`src/rtl/exc_resp_pkg.sv`:
```
package exc_resp_pkg;
  localparam int FL_DEN  = 0;
  localparam int FL_ZDIV = 1;
  localparam int FL_OVF  = 2;
  localparam int FL_UNF  = 3;
  localparam int FL_PREC = 4;
  localparam int FL_W    = 5;

  typedef enum logic [2:0] {
    EV_NONE = 3'd0,
    EV_OVF  = 3'd1,
    EV_UNF  = 3'd2,
    EV_ZDIV = 3'd3,
    EV_DEN  = 3'd4
  } ev_e;

  typedef enum logic [1:0] {
    TAG_NORM = 2'd0,
    TAG_ZERO = 2'd1,
    TAG_SPEC = 2'd2
  } tag_e;

  typedef enum logic [2:0] {
    ACT_PASS,
    ACT_INF,
    ACT_REB_DN,
    ACT_REB_UP,
    ACT_FLUSH,
    ACT_DENORM
  } act_e;
endpackage

```
`src/rtl/exc_resp_classify.sv`:
```
module exc_resp_classify
  import exc_resp_pkg::*;
#(
  parameter int EXP_W = 18,
  parameter int SIG_W = 64
) (
  input  logic [2:0]             kind_i,
  input  logic [FL_W-1:0]        masks_i,
  input  logic signed [EXP_W-1:0] exp_i,
  output act_e                   act_o,
  output logic [FL_W-1:0]        flags_o,
  output logic                   c1_o,
  output tag_e                   tag_o
);
  // at or below this, a right shift would discard every significand bit
  localparam int ZERO_LIM = -(SIG_W - 1);

  always_comb begin
    act_o   = ACT_PASS;
    flags_o = '0;
    c1_o    = 1'b0;
    tag_o   = TAG_NORM;
    case (kind_i)
      EV_OVF: begin
        flags_o[FL_OVF] = 1'b1;
        if (masks_i[FL_OVF]) begin
          act_o            = ACT_INF;
          flags_o[FL_PREC] = 1'b1;
          c1_o             = 1'b1;
          tag_o            = TAG_SPEC;
        end else begin
          act_o = ACT_REB_DN;
        end
      end
      EV_UNF: begin
        flags_o[FL_UNF] = 1'b1;
        if (masks_i[FL_UNF]) begin
          flags_o[FL_PREC] = 1'b1;
          if (int'(exp_i) <= ZERO_LIM) begin
            act_o = ACT_FLUSH;
            tag_o = TAG_ZERO;
          end else begin
            act_o = ACT_DENORM;
          end
        end else begin
          act_o = ACT_REB_UP;
        end
      end
      EV_ZDIV: begin
        flags_o[FL_ZDIV] = 1'b1;
        if (masks_i[FL_ZDIV]) begin
          act_o = ACT_INF;
          tag_o = TAG_SPEC;
        end
      end
      EV_DEN: begin
        flags_o[FL_DEN] = 1'b1;
        tag_o           = TAG_SPEC;
      end
      default: ;
    endcase
  end
endmodule

```
`src/rtl/exc_resp_datapath.sv`:
```
module exc_resp_datapath
  import exc_resp_pkg::*;
#(
  parameter int EXP_W     = 18,
  parameter int FMT_EXP_W = 15,
  parameter int SIG_W     = 64
) (
  input  act_e             act_i,
  input  logic [EXP_W-1:0] exp_i,
  input  logic [SIG_W-1:0] sig_i,
  output logic [EXP_W-1:0] exp_o,
  output logic [SIG_W-1:0] sig_o
);
  localparam int SHW = $clog2(SIG_W);
  localparam logic [EXP_W-1:0] EXP_INF = EXP_W'((1 << FMT_EXP_W) - 1);
  localparam logic [EXP_W-1:0] REBIAS  = EXP_W'(3 << (FMT_EXP_W - 2));
  localparam logic [SIG_W-1:0] SIG_INF = {1'b1, {(SIG_W-1){1'b0}}};

  logic [EXP_W-1:0] deficit;
  logic [SHW-1:0]   shamt;

  // denormals carry an effective exponent of 1
  assign deficit = EXP_W'(1) - exp_i;
  assign shamt   = deficit[SHW-1:0];

  always_comb begin
    exp_o = exp_i;
    sig_o = sig_i;
    case (act_i)
      ACT_INF:    begin exp_o = EXP_INF;          sig_o = SIG_INF;        end
      ACT_REB_DN: begin exp_o = exp_i - REBIAS;                           end
      ACT_REB_UP: begin exp_o = exp_i + REBIAS;                           end
      ACT_FLUSH:  begin exp_o = '0;               sig_o = '0;             end
      ACT_DENORM: begin exp_o = '0;               sig_o = sig_i >> shamt; end
      default: ;
    endcase
  end
endmodule

```
`src/rtl/exc_resp_unit.sv`:
```
module exc_resp_unit
  import exc_resp_pkg::*;
#(
  parameter int EXP_W     = 18,
  parameter int FMT_EXP_W = 15,
  parameter int SIG_W     = 64
) (
  input  logic             clk_i,
  input  logic             rst_ni,
  input  logic             valid_i,
  input  logic [2:0]       kind_i,
  input  logic [4:0]       masks_i,
  input  logic             sign_i,
  input  logic [EXP_W-1:0] exp_i,
  input  logic [SIG_W-1:0] sig_i,
  output logic             valid_o,
  output logic             sign_o,
  output logic [EXP_W-1:0] exp_o,
  output logic [SIG_W-1:0] sig_o,
  output logic [1:0]       tag_o,
  output logic [4:0]       flags_o,
  output logic             c1_o,
  output logic             fault_o
);
  localparam logic [EXP_W-1:0] EXP_INF = EXP_W'((1 << FMT_EXP_W) - 1);

  act_e             act;
  logic [FL_W-1:0]  flags;
  logic             c1;
  tag_e             tag;
  logic [EXP_W-1:0] exp_d;
  logic [SIG_W-1:0] sig_d;

  exc_resp_classify #(.EXP_W(EXP_W), .SIG_W(SIG_W)) i_classify (
    .kind_i (kind_i),
    .masks_i(masks_i),
    .exp_i  ($signed(exp_i)),
    .act_o  (act),
    .flags_o(flags),
    .c1_o   (c1),
    .tag_o  (tag)
  );

  exc_resp_datapath #(.EXP_W(EXP_W), .FMT_EXP_W(FMT_EXP_W), .SIG_W(SIG_W)) i_datapath (
    .act_i(act),
    .exp_i(exp_i),
    .sig_i(sig_i),
    .exp_o(exp_d),
    .sig_o(sig_d)
  );

  always_ff @(posedge clk_i or negedge rst_ni) begin
    if (!rst_ni) begin
      valid_o <= 1'b0;
      sign_o  <= 1'b0;
      exp_o   <= '0;
      sig_o   <= '0;
      tag_o   <= TAG_NORM;
      flags_o <= '0;
      c1_o    <= 1'b0;
      fault_o <= 1'b0;
    end else begin
      valid_o <= valid_i;
      flags_o <= valid_i ? flags : '0;
      c1_o    <= valid_i & c1;
      fault_o <= valid_i & |(flags & ~masks_i);
      if (valid_i) begin
        sign_o <= sign_i;
        exp_o  <= exp_d;
        sig_o  <= sig_d;
        tag_o  <= tag;
      end
    end
  end

  a_r12_flags_pulse: assert property (@(posedge clk_i) disable iff (!rst_ni)
    !valid_o |-> (flags_o == '0) && !c1_o && !fault_o);

  a_r1_masked_ovf_inf: assert property (@(posedge clk_i) disable iff (!rst_ni)
    valid_o && flags_o[FL_OVF] && flags_o[FL_PREC] |-> exp_o == EXP_INF && tag_o == TAG_SPEC);

  a_r2_ovf_round_up: assert property (@(posedge clk_i) disable iff (!rst_ni)
    valid_o && flags_o[FL_OVF] && tag_o == TAG_SPEC |-> c1_o && flags_o[FL_PREC]);

  a_r3_unmasked_ovf_sig: assert property (@(posedge clk_i) disable iff (!rst_ni)
    valid_o && flags_o[FL_OVF] && !flags_o[FL_PREC] |-> sig_o == $past(sig_i));

  a_r4_flush_zero: assert property (@(posedge clk_i) disable iff (!rst_ni)
    valid_o && tag_o == TAG_ZERO |-> sig_o == '0 && exp_o == '0 && !c1_o);

  a_r10_passthru: assert property (@(posedge clk_i) disable iff (!rst_ni)
    valid_o && flags_o == '0 |-> sig_o == $past(sig_i) && exp_o == $past(exp_i));

  a_r11_fault: assert property (@(posedge clk_i) disable iff (!rst_ni)
    valid_o |-> fault_o == |(flags_o & ~$past(masks_i)));
endmodule

```
`config.mk`:
```
export PLATFORM = sky130hd
export DESIGN_NAME = exc_resp_unit
export DESIGN_NICKNAME = d
export VERILOG_FILES = /design/src/rtl/exc_resp_pkg.sv /design/src/rtl/exc_resp_classify.sv /design/src/rtl/exc_resp_datapath.sv /design/src/rtl/exc_resp_unit.sv
export SDC_FILE = /design/constraint.sdc
export NUM_CORES = 1
export LEC_CHECK = 0
export ABC_AREA = 0
export ABC_CLOCK_PERIOD_IN_PS = 2300
export BUFFER_PORTS_ARGS = -buffer_cell sky130_fd_sc_hd__clkbuf_2
export CORE_ASPECT_RATIO = 0.8
export CORE_MARGIN = 2
export CORE_UTILIZATION = 45
export CTS_CLUSTER_SIZE = 40
export DETAILED_ROUTE_END_ITERATION = 7
export PLACE_DENSITY = 0.73
export SETUP_SLACK_MARGIN = 0.4
export SLEW_MARGIN = 10
export SYNTH_ARGS = -nofsm -noshare
export SYNTH_HDL_FRONTEND = slang
export SYNTH_SLANG_ARGS = --single-unit
```
`constraint.sdc`:
```
create_clock -name clk_i -period 2.3 [get_ports clk_i]
set_input_delay 0.115 -clock clk_i [delete_from_list [all_inputs] [get_ports clk_i]]
set_output_delay 0.115 -clock clk_i [all_outputs]
set_load 0.1 [all_outputs]
```
==> flow_metrics.tcl <==
set metrics [dict create \
    status "completed" \
    power_leakage_uw 0.00619 \
    yosysWarningCount 0 \
    rows 46 \
    synthTopCellsByCount "131 x nor2_1, 93 x dfrtp_1, 93 x nand2_1" \
    overflow 0 \
    dieArea_sq_um 21700 \
    route.detailed.drc 0 \
    tightest_slew_ps 583 \
    arrival_ps 2450 \
    antenna_found_initial 3 \
    setup_viol 0 \
    initialDrtViolationCount 1782 \
    die_w_um 164 \
    clock.fmax_ghz 0.450 \
    fin_crit_sh 0.967 \
    fin_total_pwr_uw 8620 \
    yosysMostFrequentCell "nor2_1" \
    numCtsBuffers 9 \
    port_buffers 186 \
    area_growth_pct 54.6 \
    routed_via_density 6.78 \
    synth_top_area_frac 0.252 \
    finalWeightedCongestion 1.09 \
    crit_path_max_incr_delay_ps 580 \
    ios 187 \
    avgSynthCellArea_sq_um 8.81 \
    start_util 0.462 \
    crit_chain "buf_12, inv_8, ha_4, xnor2_4, buf_6, buf_12, mux4_2, mux4_2, or2_0, o211ai_1, a31oi_1" \
    fin_skew_ps 0 \
    critPathCaptureType "flip-flop" \
    min_period_ps 2220 \
    cts_max_level 3 \
    first_global_vias 11100 \
    die-height_um 132 \
    hold_viol_final 0 \
    ir_drop_mv 0.515 \
    crit_type "in2reg" \
    core_area_sq_um 20000 \
    drt_first_pass_iters 7 \
    synth_top_cell_by_area "dfrtp_1" \
    synth_seq_cells 93 \
    rsz0062_at_grt "true" \
    cts_tree "built" \
    clk_path_buf_depth 2 \
    drive_above_1_share 0.527 \
    synth.area.top_cells "dfrtp_1 25%, mux4_2 16%, mux2i_1 6.3%, nor2_1 5.3%, mux2_2 5.1%" \
    finish.utilization 0.715 \
    power_density_nw_per_um2 603 \
    reg2regPathDepth 4 \
    wl_per_cell_um 28.1 \
    synth_cell_types 77 \
    maxSlewViolCount 0 \
    cts.clk_slew.worst_paths_ps 80 \
    dp.final_hpwl_mm 36.8 \
    crit_fanout 6 \
    reg2reg_slack_ps 1380 \
    crit_buf_inv 4 \
    hp-class "in2reg" \
    insertion_delay_ps 370 \
    wl_mm 48.9 \
    synth_fp_nets 1148 \
    synth_seq_area_share 0.252 \
    synth.cell_area_sq_um 9240 \
    path_depth 11 \
    cts_root_buffer "clkbuf_16" \
    track_usage 0.445 \
    syn_inst 1048 \
    cts_sinks 93 \
    grt_first_pass_wirelength_mm 71.5 \
    final_nets 1568 \
    maxCapViolations 0 \
    synthArstFlopShare 1.00 \
    synth_edf_count 0 \
    slew_headroom 0.611 \
    cp.required_ps 2520 \
    cpMaxStageDelayCell "mux4_2" \
    antenna_left 0 \
    crit_family "multiplexers" \
    hold_depth 2 \
    via_count 11800 \
    start_kind "primary input" \
    synth_ff_type "dfrtp_1" \
    grt_max_degree 54 \
]
worst paths after layout:
path                                  from        end
min in group asynchronous           rst_ni  sig_o[37]
worst max-delay path              exp_i[1]  sig_o[39]
max in group asynchronous           rst_ni  sig_o[36]
worst min-delay path            masks_i[2]       c1_o
worst max register to register   sig_o[23]  sig_o[23]
worst min register to register   sig_o[38]  sig_o[38]
through the flow:
stage / TNS, ps / setup slack [ps] / area [sq um] / cells / hold slack [ps]
after floorplan: -19940 / -623 / 9410 / 1048 / -181
after global placement: -10070 / -615 / 12300 / 1658 / 134
after detailed placement: -11350 / -549 / 12300 / 1658 / 140
after CTS: 0 / 117 / 13700 / 1716 / 33.3
after global routing: 0 / 25.2 / 14300 / 1737 / 49.7
final: 0 / 76.4 / 14300 / 1739 / 39.5
final cells by class:
cell class,instances,area [sq um]
antenna,2,5.00
clock buffer,10,229
clock inverter,6,55.1
fill,1569,5690
inverter,15,66.3
multi-input combinational,841,7340
sequential,93,2330
tap,264,330
timing repair buffer,508,3930
per-layer routing:
metal	vias to the layer above	routed length, um	track usage
met3	217	6630	0.142
met4	6	3110	0.246
met1	5609	18800	0.606
met5	-	86	0.0182
li1	4910	-	-
met2	1048	20300	0.623
placed cells by master, fill, tap and decap left out, types with 7 or more instances in the layout:
cell / Yosys / layout
a221oi_2: 0 / 16
nand2_2: 0 / 11
a31oi_1: 21 / 19
o22ai_1: 8 / 7
nand3_1: 25 / 22
mux2_4: 0 / 10
nand2_1: 93 / 81
inv_1: 14 / 11
buf_12: 0 / 23
o211ai_1: 13 / 13
a221oi_1: 30 / 8
mux2i_4: 0 / 7
mux2i_2: 0 / 7
buf_4: 5 / 256
mux2_2: 42 / 32
mux2i_1: 58 / 44
a21oi_1: 87 / 75
nor3b_1: 12 / 11
and3_1: 11 / 11
nor2_1: 131 / 122
buf_6: 1 / 37
o21ai_1: 5 / 13
clkbuf_16: 0 / 10
mux4_2: 65 / 65
dfrtp_1: 93 / 93
clkbuf_2: 0 / 181
and2_1: 8 / 7
a22oi_2: 1 / 19
o21ai_0: 41 / 27
a211oi_1: 17 / 11
nor3_1: 32 / 30
a21oi_2: 0 / 11
registers in the layout (all words and copies together), names as in the netlist:
register and flops:
c1_o 1, exp_o 18, fault_o 1, flags_o 5, sig_o 64, sign_o 1
tag_o 2, valid_o 1
kinds of logic after synthesis:
kind of cell	count (synthesis)	share of synthesized area
AO/OA/AOI/OAI	311	0.229
XOR/XNOR	6	0.00772
adder cells (fa/ha/maj)	6	0.00894
buffers and inverters	114	0.0530
flip-flops	93	0.252
multiplexers	165	0.273
AND/OR/NAND/NOR	353	0.177
what timing repair did:
| item | in CTS | in global routing |
|---|---|---|
| gates cloned | 3 | 1 |
| resized for setup | 154 | 78 |
| hold buffers | 2 | 0 |
| setup buffers | 37 | 20 |
| endpoints found under the setup margin | 63 | 62 |
| hold endpoints to repair | 37 | 0 |
| pin swaps | 48 | 40 |
power breakdown:
group	switching, uW	internal [uW]
combinational	3360	1810
sequential	117	1810
clock	761	759
No activity file was read; power rests on OpenSTA's default activity.
